$ cat src/rtl/sdq_pkg.sv
`timescale 1ns/1ps
package sdq_pkg;

    localparam int ADDR_W    = 32;
    localparam int DATA_W    = 32;
    localparam int NUM_KINDS = 3;

    typedef enum logic [1:0] {
        FK_STORE_LOAD = 2'd0,
        FK_ATOMIC     = 2'd1,
        FK_FULL       = 2'd2,
        FK_NONE       = 2'd3
    } fence_kind_e;

    typedef struct packed {
        logic [ADDR_W-1:0] addr;
        logic [DATA_W-1:0] data;
    } store_t;

    // Clear the byte-offset bits of an address to get its cache line.
    function automatic logic [ADDR_W-1:0] line_of(input logic [ADDR_W-1:0] a, input int lsb);
        return (a >> lsb) << lsb;
    endfunction

    function automatic int wrap_add(input int p, input int k, input int depth);
        int s;
        s = p + k;
        if (s >= depth) s = s - depth;
        return s;
    endfunction

endpackage

$ cat src/rtl/sdq_ring.sv
`timescale 1ns/1ps
module sdq_ring
    import sdq_pkg::*;
#(
    parameter int DEPTH = 8,
    parameter int PTR_W = 3,
    parameter int CNT_W = 4
) (
    input  logic              clk,
    input  logic              rst,
    input  logic              push,
    input  store_t            push_st,
    input  logic              pop,
    input  logic              mark,
    input  logic [PTR_W-1:0]  mark_idx,
    input  logic [PTR_W-1:0]  rd_idx,
    output store_t            head_st,
    output logic [ADDR_W-1:0] rd_addr,
    output logic [PTR_W-1:0]  head_ptr,
    output logic [CNT_W-1:0]  count,
    output logic [DEPTH-1:0]  sent
);

    store_t             slots [DEPTH];
    logic [PTR_W-1:0]   wp_q, rp_q;
    logic [CNT_W-1:0]   cnt_q;
    logic [DEPTH-1:0]   sent_q;

    function automatic logic [PTR_W-1:0] step(input logic [PTR_W-1:0] p);
        return (int'(p) == DEPTH - 1) ? '0 : p + 1'b1;
    endfunction

    always_ff @(posedge clk) begin
        if (push) slots[wp_q] <= push_st;
    end

    always_ff @(posedge clk) begin
        if (rst) begin
            wp_q   <= '0;
            rp_q   <= '0;
            cnt_q  <= '0;
            sent_q <= '0;
        end else begin
            if (mark) sent_q[mark_idx] <= 1'b1;
            if (push) begin
                sent_q[wp_q] <= 1'b0;
                wp_q         <= step(wp_q);
            end
            if (pop) rp_q <= step(rp_q);
            case ({push, pop})
                2'b10:   cnt_q <= cnt_q + 1'b1;
                2'b01:   cnt_q <= cnt_q - 1'b1;
                default: cnt_q <= cnt_q;
            endcase
        end
    end

    assign head_st  = slots[rp_q];
    assign rd_addr  = slots[rd_idx].addr;
    assign head_ptr = rp_q;
    assign count    = cnt_q;
    assign sent     = sent_q;

endmodule

$ cat src/rtl/sdq_pf_pick.sv
`timescale 1ns/1ps
module sdq_pf_pick
    import sdq_pkg::*;
#(
    parameter int DEPTH = 8,
    parameter int PTR_W = 3,
    parameter int CNT_W = 4
) (
    input  logic [PTR_W-1:0] head_ptr,
    input  logic [CNT_W-1:0] count,
    input  logic [DEPTH-1:0] sent,
    output logic             hit,
    output logic [PTR_W-1:0] idx
);

    // Oldest non-head occupied slot whose prefetch has not gone out.
    always_comb begin
        int s;
        hit = 1'b0;
        idx = '0;
        s   = 0;
        for (int k = DEPTH - 1; k >= 1; k--) begin
            s = wrap_add(int'(head_ptr), k, DEPTH);
            if ((CNT_W'(k) < count) && !sent[s]) begin
                hit = 1'b1;
                idx = PTR_W'(s);
            end
        end
    end

endmodule

$ cat src/rtl/sdq_fence_track.sv
`timescale 1ns/1ps
module sdq_fence_track #(
    parameter int CNT_W = 4
) (
    input  logic             clk,
    input  logic             rst,
    input  logic             arm,
    input  logic [CNT_W-1:0] arm_cnt,
    input  logic             dec,
    output logic             pend
);

    logic             pend_q;
    logic [CNT_W-1:0] left_q;

    // left_q counts stores older than the fence still in the buffer.
    always_ff @(posedge clk) begin
        if (rst) begin
            pend_q <= 1'b0;
            left_q <= '0;
        end else if (arm) begin
            pend_q <= 1'b1;
            left_q <= arm_cnt;
        end else begin
            if (pend_q && left_q == '0) pend_q <= 1'b0;
            if (dec && left_q != '0)    left_q <= left_q - 1'b1;
        end
    end

    assign pend = pend_q;

endmodule

$ cat src/rtl/store_drain_queue.sv
`timescale 1ns/1ps
module store_drain_queue
    import sdq_pkg::*;
#(
    parameter int DEPTH       = 8,
    parameter int LINE_LSB    = 6,
    parameter int FB_W        = 3,
    parameter int PF_MIN_FREE = 2
) (
    input  logic              clk,
    input  logic              rst,
    input  logic              enq_valid,
    input  logic [ADDR_W-1:0] enq_addr,
    input  logic [DATA_W-1:0] enq_data,
    output logic              enq_ready,
    output logic              wr_valid,
    input  logic              wr_ready,
    output logic [ADDR_W-1:0] wr_addr,
    output logic [DATA_W-1:0] wr_data,
    input  logic              fence_valid,
    input  logic [1:0]        fence_kind,
    input  logic              disp_mem,
    input  logic [FB_W-1:0]   fill_free,
    output logic              pf_valid,
    output logic [ADDR_W-1:0] pf_addr,
    output logic              stall_load,
    output logic              stall_store,
    output logic              stall_all,
    output logic              stall_dispatch
);

    localparam int PTR_W = (DEPTH > 1) ? $clog2(DEPTH) : 1;
    localparam int CNT_W = $clog2(DEPTH + 1);

    store_t             head_st;
    logic [ADDR_W-1:0]  pick_addr;
    logic [PTR_W-1:0]   head_ptr, pick_idx;
    logic [CNT_W-1:0]   count, occ_next;
    logic [DEPTH-1:0]   sent;
    logic               pick_hit, enq_fire, drain, pf_fire;
    logic [NUM_KINDS-1:0] pend;
    logic               mem_seen_q;

    assign enq_ready = (count != CNT_W'(DEPTH));
    assign enq_fire  = enq_valid && enq_ready;
    assign wr_valid  = (count != '0);
    assign drain     = wr_valid && wr_ready;
    assign wr_addr   = head_st.addr;
    assign wr_data   = head_st.data;

    always_comb begin
        case ({enq_fire, drain})
            2'b10:   occ_next = count + 1'b1;
            2'b01:   occ_next = count - 1'b1;
            default: occ_next = count;
        endcase
    end

    sdq_ring #(.DEPTH(DEPTH), .PTR_W(PTR_W), .CNT_W(CNT_W)) u_ring (
        .clk      (clk),
        .rst      (rst),
        .push     (enq_fire),
        .push_st  ('{addr: enq_addr, data: enq_data}),
        .pop      (drain),
        .mark     (pf_fire),
        .mark_idx (pick_idx),
        .rd_idx   (pick_idx),
        .head_st  (head_st),
        .rd_addr  (pick_addr),
        .head_ptr (head_ptr),
        .count    (count),
        .sent     (sent)
    );

    sdq_pf_pick #(.DEPTH(DEPTH), .PTR_W(PTR_W), .CNT_W(CNT_W)) u_pick (
        .head_ptr (head_ptr),
        .count    (count),
        .sent     (sent),
        .hit      (pick_hit),
        .idx      (pick_idx)
    );

    // Throttle: prefetch only with enough fill-buffer headroom.
    assign pf_fire  = pick_hit && (fill_free >= FB_W'(PF_MIN_FREE));
    assign pf_valid = pf_fire;
    assign pf_addr  = line_of(pick_addr, LINE_LSB);

    for (genvar g = 0; g < NUM_KINDS; g++) begin : g_fence
        sdq_fence_track #(.CNT_W(CNT_W)) u_trk (
            .clk     (clk),
            .rst     (rst),
            .arm     (fence_valid && (fence_kind == 2'(g))),
            .arm_cnt (occ_next),
            .dec     (drain),
            .pend    (pend[g])
        );
    end

    // Sticky: a younger memory op reached dispatch under an atomic.
    always_ff @(posedge clk) begin
        if (rst)                     mem_seen_q <= 1'b0;
        else if (!pend[FK_ATOMIC])   mem_seen_q <= 1'b0;
        else if (disp_mem)           mem_seen_q <= 1'b1;
    end

    assign stall_load     = pend[FK_STORE_LOAD] | pend[FK_ATOMIC] | pend[FK_FULL];
    assign stall_store    = pend[FK_ATOMIC] | pend[FK_FULL];
    assign stall_all      = pend[FK_FULL];
    assign stall_dispatch = pend[FK_FULL] | (pend[FK_ATOMIC] & (mem_seen_q | disp_mem));

endmodule

$ cat config.mk
export PLATFORM = sky130hd
export DESIGN_NAME = store_drain_queue
export DESIGN_NICKNAME = d
export VERILOG_FILES = /design/src/rtl/sdq_pkg.sv /design/src/rtl/sdq_ring.sv /design/src/rtl/sdq_pf_pick.sv /design/src/rtl/sdq_fence_track.sv /design/src/rtl/store_drain_queue.sv
export SDC_FILE = /design/constraint.sdc
export NUM_CORES = 1
export LEC_CHECK = 0
export ABC_AREA = 0
export CAP_MARGIN = 20
export CORE_MARGIN = 1.5
export CORE_UTILIZATION = 50
export CTS_CLUSTER_SIZE = 20
export DETAILED_ROUTE_END_ITERATION = 8
export DONT_BUFFER_PORTS = 1
export GPL_TIMING_DRIVEN = 0
export HOLD_SLACK_MARGIN = 0.1
export PLACE_DENSITY_LB_ADDON = 0.12
export SLEW_MARGIN = 40
export SYNTH_ARGS = -nofsm -noshare
export SYNTH_HDL_FRONTEND = slang
export SYNTH_SLANG_ARGS = --single-unit
$ cat constraint.sdc
create_clock -name clk -period 15.3 [get_ports clk]
set_input_delay 0.765 -clock clk [delete_from_list [all_inputs] [get_ports clk]]
set_output_delay 0.765 -clock clk [all_outputs]
set_load 0.005 [all_outputs]
* After elaboration in Yosys (flattened, before gate mapping)
Memory sizes are Yosys's and may differ from the RTL's. A register that Yosys moved wholly into a read port is not among the register bits.
Cells that the tools add are included.
** Cells by class
- $add $sub $neg :: 21
- $mul :: 0
- Shift operators :: 0
- Magnitude comparators :: 26
- Divide/modulo/power cells :: 0
- Bitwise operators :: 10
- Eq/ne operators :: 7
- Reduce and logical (&&, ||, !) cells :: 43
- Muxes and demuxes :: 68
** Operators by type and width (number)
- 32-bit by 5-bit greater-or-equal comparator with 1-bit output (second input constant) :: 7
- 32-bit by 5-bit < comparator with 1-bit output (second input constant) :: 7
- 32-bit two-way mux :: 7
- 32-bit by 5-bit subtractor with 32-bit output (second input constant) :: 7
- 3-bit two-way mux :: 11
- 1-bit two-way mux :: 31
- 4-bit two-way mux :: 6
- 8-bit two-way mux :: 3
- 1-bit binary-select mux with 3-bit select :: 7
- 1-bit logical AND :: 21
- 3-bit by 3-bit adder with 4-bit output (second input constant) :: 4
- 3-bit by 4-bit < comparator with 1-bit output (first input constant) :: 4
- 4-bit nonzero test :: 4
- 4-bit by 1-bit subtractor with 4-bit output (second input constant) :: 4
- 4-bit logical NOT :: 3
- 2-bit nonzero test :: 6
- 3-bit by 2-bit adder with 4-bit output (second input constant) :: 2
- 8-bit bitwise AND :: 1
- 2-bit by 4-bit < comparator with 1-bit output (first input constant) :: 2
- 3-bit by 4-bit < comparator with 1-bit output (second input constant) :: 2
- 8-bit inverter :: 1
- 8-bit bitwise OR :: 1
- 4-bit one-hot mux with 2 select lines :: 1
- 1-bit logical NOT :: 7
- 16 further kinds :: 26
** Storage, ports and cells
- RAM bits :: 512
- Input bits :: 75
- Memories :: 1
- Memory bits (read-only) :: 0
- Bits in latches :: 0
- Bits in registers :: 34
- Word-level logic and storage cells :: 187
- Output and inout bits :: 103
** Memory list
- u_ring.slots :: depth 8, bits a word 64, rd ports 2, clocked after Yosys merged registers in 1, wr ports 1, line sdq_ring.sv:24 : store_t slots [DEPTH];

* Logic depth before layout (Yosys ltp)
Gate-level depths: netlist of the first run.
- Depth in word-level cells :: 24
- Depth in mapped cells :: 17
- Mapped depth without buffers :: 13

* Modules after synthesis
A second synthesis of the first run with hierarchy kept.
** Second synthesis, totals
- Cell total of the unflattened synthesis :: 1204
- Area, all modules :: 24202.0 µm²
** By module, submodules not included
- sdq_ring :: cells each 952, seq. area each 15795.1 µm², area each 22008.6 µm², instances 1
- sdq_fence_track :: cells each 33, seq. area each 100.1 µm², area each 309.0 µm², instances 3
- sdq_pf_pick :: cells each 104, seq. area each 0.0 µm², area each 894.6 µm², instances 1
- store_drain_queue :: cells each 49, seq. area each 20.0 µm², area each 371.6 µm², instances 1

* Worst setup path after synthesis of the first run
No wires, ideal clock.
- Path kind :: register -> register
- Start point :: register u_ring.cnt_q[0], in the netlist u_ring.count[0]
- End point :: memory u_ring.slots[0][0] (netlist bit) (enable)
- Path slack :: 7.392 ns
- Setup time :: 0.647 ns
- Buffers on the path :: 1
- Clock period less this slack :: 7.908 ns
- Stages on the path, launching flop included :: 8
- Required time :: 14.653 ns
- Arrival :: 7.261 ns
- Cells stage by stage :: dfxtp_1 > inv_1 > ha_1 > inv_1 > or3_1 > nand2_1 > clkbuf_1 > nor4_1
** On the way
- Cells in the longest elaborated chain, start to end :: 4
** Ends and longest elaborated chain
- from (decl) :: line sdq_ring.sv:26 : logic [CNT_W-1:0] cnt_q;
- from (signal assigned) :: line sdq_ring.sv:51 : 2'b10: cnt_q <= cnt_q + 1'b1;
- from (signal assigned) :: line sdq_ring.sv:52 : 2'b01: cnt_q <= cnt_q - 1'b1;
- from (signal assigned) :: line sdq_ring.sv:53 : default: cnt_q <= cnt_q;
- 4-bit != test :: line store_drain_queue.sv:44 : assign enq_ready = (count != CNT_W'(DEPTH));
- named net enq_ready :: line store_drain_queue.sv:15 : output logic enq_ready,
- 1-bit logical AND :: line store_drain_queue.sv:45 : assign enq_fire = enq_valid && enq_ready;
- 1-bit two-way mux :: line sdq_ring.sv:34 : if (push) slots[wp_q] <= push_st;
- 1-bit two-way mux (not written as such) :: line sdq_ring.sv:34
- to (decl) :: line sdq_ring.sv:24
The timed path passes the listed nets, and every way through them passes these cells.

* Worst setup path after layout of the first run
- Start point :: register u_ring.rp_q[1], in the netlist u_ring.head_ptr[1]
- End point :: output port pf_addr[12]
** On the way
- Cells in the longest elaborated chain, start to end :: 16
- Elaborated cells between the ends (all ways) :: 71
- Those cells by class :: add/sub: 14; order compare: 7; mux: 35; reduce/logical: 14; memory: 1
** Ends and longest elaborated chain
- from (decl) :: line sdq_ring.sv:25 : logic [PTR_W-1:0] wp_q, rp_q;
- from (signal assigned) :: line sdq_ring.sv:49 : if (pop) rp_q <= step(rp_q);
- 3-bit by 3-bit adder with 4-bit output :: line sdq_pkg.sv:27 : s = p + k;
- 32-bit by 5-bit subtractor with 32-bit output or 32-bit by 5-bit greater-or-equal comparator with 1-bit output (tied branches) :: line sdq_pkg.sv:28 : if (s >= depth) s = s - depth;
- 32-bit two-way mux :: line sdq_pkg.sv:28
- 1-bit binary-select mux with 3-bit select :: line sdq_pf_pick.sv:24 : if ((CNT_W'(k) < count) && !sent[s]) begin
- 1-bit two-way mux (not written as such) (2 in a row) :: line sdq_pf_pick.sv:24
- 1-bit logical NOT :: line sdq_pf_pick.sv:24
- 1-bit logical AND :: line sdq_pf_pick.sv:24
- 3-bit two-way mux (6 in a row) :: line sdq_pf_pick.sv:24
- 3-bit two-way mux (*) :: line sdq_pf_pick.sv:24
- memory read 8 x 64 bit (*)
- to (decl) :: line store_drain_queue.sv:25 : output logic [ADDR_W-1:0] pf_addr,
Mark *: on every way between the ends. The rest lies on a longest branch, timed or not. The select of a mux whose other input is x is not followed.

==> impl_metrics.json, run 1 <==
{
  "outcome": "finished, final reports clean",
  "post-cts-setup-buffers": 0,
  "dpl-instance-area_sq_um": 25900,
  "drc_errors": 0,
  "cp-startpoint": "u_ring.head_ptr[1]$_SDFFE_PP0P_",
  "antenna_cells": 0,
  "drive_gt1_frac": 0.284,
  "cts_max_level": 2,
  "cts.sinks": 549,
  "die_w_um": 223,
  "cp_data_arrival_time_ps": 5390,
  "tns_ps": 0,
  "hp-class": "input port to flip-flop",
  "synth_flop_cell": "edfxtp_1",
  "synth_area_sq_um": 24300,
  "powerDensity_nw_per_um2": 144,
  "finalSetupViolations": 0,
  "worst_setup_path_start_kind": "flip-flop",
  "leakagePower_uw": 0.00912,
  "crit_type": "flip-flop to primary output",
  "first_global_vias": 14600,
  "ys_ff_latch": 549,
  "end_kind": "primary output",
  "whs_ps": 223,
  "period_share": 0.402,
  "grt_overflow_total": 0,
  "cts_tree": "done",
  "drt_wl_total_um": 62600,
  "min_period_ps": 6160,
  "ir_drop_v": 0.000137,
  "num_vias": 14100,
  "ys_warn_count": 0,
  "synth.area.top_cells": "edfxtp_1 (63%), mux4_2 (13%), dfxtp_1 (3.1%)",
  "grt_pass1_wl_um": 93100,
  "hpwlAfterDp_um": 43500,
  "grt_start_max_net_pins": 17,
  "relSlewSlack": 0.380,
  "die_area_sq_um": 49900,
  "clock-root-buffer": "clkbuf_16",
  "drv_cap": 0,
  "drtIter0Drc": 1235,
  "fin_area_sq_um": 28000,
  "cts-resized-gates": 0,
  "r2r_start": "u_ring.head_ptr[1]$_SDFFE_PP0P_",
  "slew_viol_final": 0,
  "synth_top_area_frac": 0.633,
  "hold_buffers": 0,
  "worst_slew_pin_slew_ps": 918,
  "vias_per_cell": 6.35,
  "avgRoutedWirePerCell_um": 28.2,
  "insertion_delay_ps": 630,
  "fmax_mhz": 162,
  "cts_buffers": 57,
  "fp.coreArea_sq_um": 47800,
  "yosysTopAreaCell": "edfxtp_1",
  "busiest_layer": "met2",
  "final-seq-area_sq_um": 16100,
  "die_y_um": 223,
  "fillers": 3623,
  "antenna_found_initial": 0,
  "dpl_worst_slack_ps": 9940,
  "layout_setup_ws_ps": 9140,
  "start_util": 0.507,
  "num_io_pins": 178,
  "nets": 1646,
  "reg2reg_depth": 14,
  "gr-usage-met3": 0.0705,
  "ys_seq_area_frac": 0.664,
  "synthCells": 1401,
  "place_congestion": 0.901,
  "r2r-end": "u_ring.sent[0]$_SDFF_PP0_",
  "final_core_util": 0.585,
  "cts_buffer_depth": 3,
  "synthDistinctLibCells": 68,
  "area_delta_synth_final_pct": 15.3,
  "synth.avg_cell_area_sq_um": 17.3,
  "rsz0062_at_grt": "false",
  "hold_viol_final": 0,
  "reg2reg_slack_ps": 10930,
  "finClkSkew_ps": 31.9,
  "ant_nets": 0,
  "crit_required_ps": 14530,
  "path_clk_slew_ps": 60,
  "rows": 80,
  "multi_input_area_sq_um": 7630,
  "grt_use_total": 0.253,
  "async_reset_ff_frac": 0,
  "met2_usage": 0.420,
  "met1_usage": 0.323,
  "synth_edf_count": 512,
  "io_buffers": 0,
  "cp-endpoint": "pf_addr[12]",
  "critPathMaxFanout": 10,
  "first_pass_iters": 8
}
[worst min-delay path by stage]
stage / endpoint / slack [ps] / from / cells past startpoint
2_1_floorplan: g_fence[1].u_trk.pend$_SDFFE_PP0P_ / 450 / g_fence[1].u_trk.pend$_SDFFE_PP0P_ / 2
3_3_place_gp: g_fence[1].u_trk.pend$_SDFFE_PP0P_ / 470 / g_fence[1].u_trk.pend$_SDFFE_PP0P_ / 2
3_5_place_dp: g_fence[1].u_trk.pend$_SDFFE_PP0P_ / 490 / g_fence[1].u_trk.pend$_SDFFE_PP0P_ / 2
4_1_cts: u_ring.slots[4][30]$_DFFE_PP_ / 190 / enq_data[30] / 0
5_1_grt: u_ring.slots[4][5]$_DFFE_PP_ / 190 / enq_data[5] / 0
6_report: u_ring.count[1]$_SDFF_PP0_ / 220 / rst / 1
[metal layers]
metal  part of all wire  up-vias
met2               0.49      589
met1               0.40     7243
met3              0.085      104
met4              0.027        0
met5                  0        -
li1                   -     6146
[synthesized netlist by cell type (all sizes together), types with 5 or more instances]
library cell  instances
ha                   15
o221ai               26
mux2i                18
o22ai                 8
nand2                32
nor4                  7
mux2                 66
nor2                 40
a21oi                20
nand3                 8
nor2b                 5
dfxtp                37
o21ai                 9
edfxtp              512
clkbuf               58
nand2b               10
buf                  58
o21a                  5
mux4                137
xnor2                 9
inv                  19
a311o                26
a21boi               52
a32o                 26
nor3                 14
and3                 52
o31ai                26
a211oi               53
[registers in the layout, summed over array words and instances, names as in the netlist, named ones only]
name and cells:
mem_seen_q 1, u_ring.slots 512, u_ring.wp_q 3, g_fence.u_trk.pend 3
u_ring.head_ptr 3, g_fence.u_trk.left_q 12, u_ring.sent 8, u_ring.count 4
[final cells by class]
class                      instances  area share
clock inverter                    45      0.0206
timing repair buffer              91      0.0286
inverter                          20     0.00268
multi-input combinational        721       0.272
buffer                           116      0.0201
clock buffer                      62      0.0524
sequential                       549       0.576
tap                              615      0.0275
[worst max-delay path, cell delays in order (launching register included)]
cell,delay [ps]
dfxtp_1,430
buf_4,210
buf_4,210
inv_1,70
ha_1,280
buf_6,140
mux2i_1,130
mux4_2,550
a221oi_2,360
o22ai_1,180
a311oi_4,560
buf_6,210
clkbuf_1,580
and3_1,250
a211oi_1,50
o31ai_1,540
[layout by cell type (no fill, tap or decap), types with 20 or more instances in the layout]
master       n
edfxtp_1   512
mux4_2     137
buf_2       65
mux2_2      65
clkbuf_1    59
clkbuf_16   58
a211oi_1    53
and3_1      52
a21boi_0    52
buf_4       51
nor2_1      37
dfxtp_1     37
nand2_1     31
a311o_1     26
a32o_1      26
o221ai_1    26
o31ai_1     25
a21oi_1     20
[where the power goes]
group | internal (uW) | switching, uW
Clock | 897 | 590
Combinational | 306 | 548
Sequential | 1680 | 18.5
[logic make-up after synthesis]
family | count (synthesis) | synth area share
other | 1 | 0.000154
flip-flops | 549 | 0.664
multiplexers | 221 | 0.165
AND/OR/NAND/NOR | 194 | 0.0430
adder cells (fa/ha/maj) | 15 | 0.00773
buffers and inverters | 136 | 0.0255
AO/OA/AOI/OAI | 273 | 0.0900
XOR/XNOR | 12 | 0.00433
[metrics by stage]
step                power [uW]  instances
finish                    4040       2219
global route              4170       2219
global placement          2570       2021
floorplan                 2280       1406
detailed placement        2570       2111
CTS                       4060       2218
Note: power is estimated with default switching activity, not from simulation.
==> run 2, diff against run 1 <==
clock period = 5.2 ns   (was 15.3 ns; I/O delays follow)
==> impl_metrics.json, run 2 (synthesized netlist as in run 1, its figures left out) <==
{
  "outcome": "finished, final reports clean",
  "min_period_ps": 5000,
  "area_delta_synth_final_pct": 18.0,
  "worst_setup_path_start_kind": "flip-flop",
  "intPower_uw": 8180,
  "cpPeakStageDelay_ps": 580,
  "grt_use_total": 0.259,
  "fp.coreArea_sq_um": 47800,
  "num_io_pins": 178,
  "cts_max_level": 2,
  "crit_required_ps": 4940,
  "slew_viol_final": 0,
  "hold_viol_final": 0,
  "critPathMaxFanout": 10,
  "ant_nets": 0,
  "finClkSkew_ps": 32.2,
  "clock-root-buffer": "clkbuf_16",
  "hpwlAfterDp_um": 43700,
  "leakagePower_uw": 0.00936,
  "drc_errors": 0,
  "cts_buffer_depth": 3,
  "worst_slew_pin_slew_ps": 858,
  "start_util": 0.507,
  "drt_wl_total_um": 63600,
  "place_congestion": 0.881,
  "ir_drop_v": 0.000282,
  "cts_tree": "done",
  "first_pass_iters": 5,
  "die_w_um": 223,
  "end_kind": "primary output",
  "period_share": 0.962,
  "drv_cap": 0,
  "pwr-share-clk": 0.334,
  "whs_ps": 177,
  "final_common_cell": "edfxtp_1",
  "cpMostUsedCell": "buf_4",
  "dpl-instance-area_sq_um": 25900,
  "p_sw_uw": 3440,
  "num_vias": 14400,
  "cp_slowest_cell": "or4_1",
  "cts.sinks": 549,
  "relSlewSlack": 0.428,
  "first_global_vias": 14800,
  "cp_top_family": "buffers and inverters",
  "largest_reg_flops": 512,
  "crit_type": "flip-flop to primary output",
  "path_clk_slew_ps": 60,
  "path_cells": "buf_4, buf_4, inv_1, ha_1, buf_6, buf_6, mux2i_1, mux4_2, nand4_1, a21oi_1, or4_1, buf_4, buf_2, a311o_1, o221ai_1, o31ai_1",
  "insertion_delay_ps": 630,
  "fillers": 3600,
  "tns_ps": 0,
  "die_area_sq_um": 49900,
  "io_buffers": 0,
  "avgRoutedWirePerCell_um": 28.0,
  "power_frac_comb": 0.236,
  "nets": 1704,
  "hp-class": "input port to flip-flop",
  "grt_overflow_total": 0,
  "cp_data_arrival_time_ps": 4740,
  "fmax_mhz": 200,
  "finalSetupViolations": 0,
  "grt_start_max_net_pins": 17,
  "crit_buf_inv": 7,
  "fin_area_sq_um": 28600,
  "die_y_um": 223,
  "drive_gt1_frac": 0.286,
  "vias_per_cell": 6.34,
  "top_register": "u_ring.slots",
  "grt_pass1_wl_um": 95500,
  "drtIter0Drc": 1152,
  "rows": 80,
  "cts_buffers": 57,
  "powerDensity_nw_per_um2": 406,
  "final_cell_mix": "edfxtp_1 (512), mux4_2 (137), dlygate4sd3_1 (74)",
  "swShare": 0.296,
  "pwr-share-seq": 0.430,
  "antenna_found_initial": 5
}
==> run 2: changes by cell type in the layout (fill, tap and decap cells not counted), moves of 7 or more <==
cell and change:
buf_2 -24, buf_6 +8, bufinv_16 -8, clkbuf_1 -14
clkbuf_2 +27, clkinv_1 -7, dlygate4sd3_1 +74, o31ai_1 -8
==> run 2: metrics by stage <==
step / utilization / power [uW] / setup WS (ps) / cells
floorplan: - / 6720 / -978 / 1406
global placement: 0.524 / 7530 / -6480 / 2021
detailed placement: 0.542 / 7560 / 412 / 2095
CTS: 0.596 / 11600 / 4.65 / 2270
global route: 0.599 / 12000 / -6.27 / 2273
finish: 0.599 / 11600 / 195 / 2274
==> run 2: layer usage <==
metal,global-route usage,part of all wire
met4,0.0721,0.023
met3,0.0558,0.079
met1,0.348,0.41
met5,0,0.00039
met2,0.429,0.49
==> run 2: cell type report <==
class,count,area [sq um],area share
Antenna cell,3,7.51,0.000262
Buffer,115,621,0.0217
Clock buffer,75,1490,0.0522
Clock inverter,26,250,0.00874
Inverter,20,75.1,0.00262
Multi-Input combinational cell,721,7760,0.271
Sequential cell,549,16100,0.563
Tap cell,615,769,0.0269
Timing Repair Buffer,150,1550,0.0540
==> run 2: path summary, 6_finish.rpt <==
kind / slack, ps / startpoint / endpoint / cells past startpoint
hold / removal: 180 / fill_free[2] / u_ring.sent[3]$_SDFF_PP0_ / 3
setup / recovery: 200 / u_ring.head_ptr[1]$_SDFFE_PP0P_ / pf_addr[23] / 16
setup reg to reg: 1170 / u_ring.head_ptr[1]$_SDFFE_PP0P_ / u_ring.sent[1]$_SDFF_PP0_ / 15
hold reg to reg: 490 / g_fence[1].u_trk.pend$_SDFFE_PP0P_ / g_fence[1].u_trk.pend$_SDFFE_PP0P_ / 2
==> run 2: repair_timing <==
item	CTS	global route
hold buffers	74	0
resized for setup	26	52
pin swaps	1	3
endpoints found under the setup margin	26	26
hold endpoints to repair	538	0
setup buffers	0	1
==> run 2: power groups by stage <==
stage / Sequential [uW] / Clock [uW] / Combinational [uW]
finish: 5000 / 3880 / 2740
global route: 5010 / 4110 / 2900
CTS: 5000 / 3950 / 2630
detailed placement: 5100 / 0 / 2470
global placement: 5120 / 0 / 2410
floorplan: 5090 / 0 / 1630
==> run 2: tightest hold or removal path: cells and delay by family <==
kind,cells,cell delay (ps)
AOI/OAI and AO/OA,2,270
and+or+nand+nor,1,240
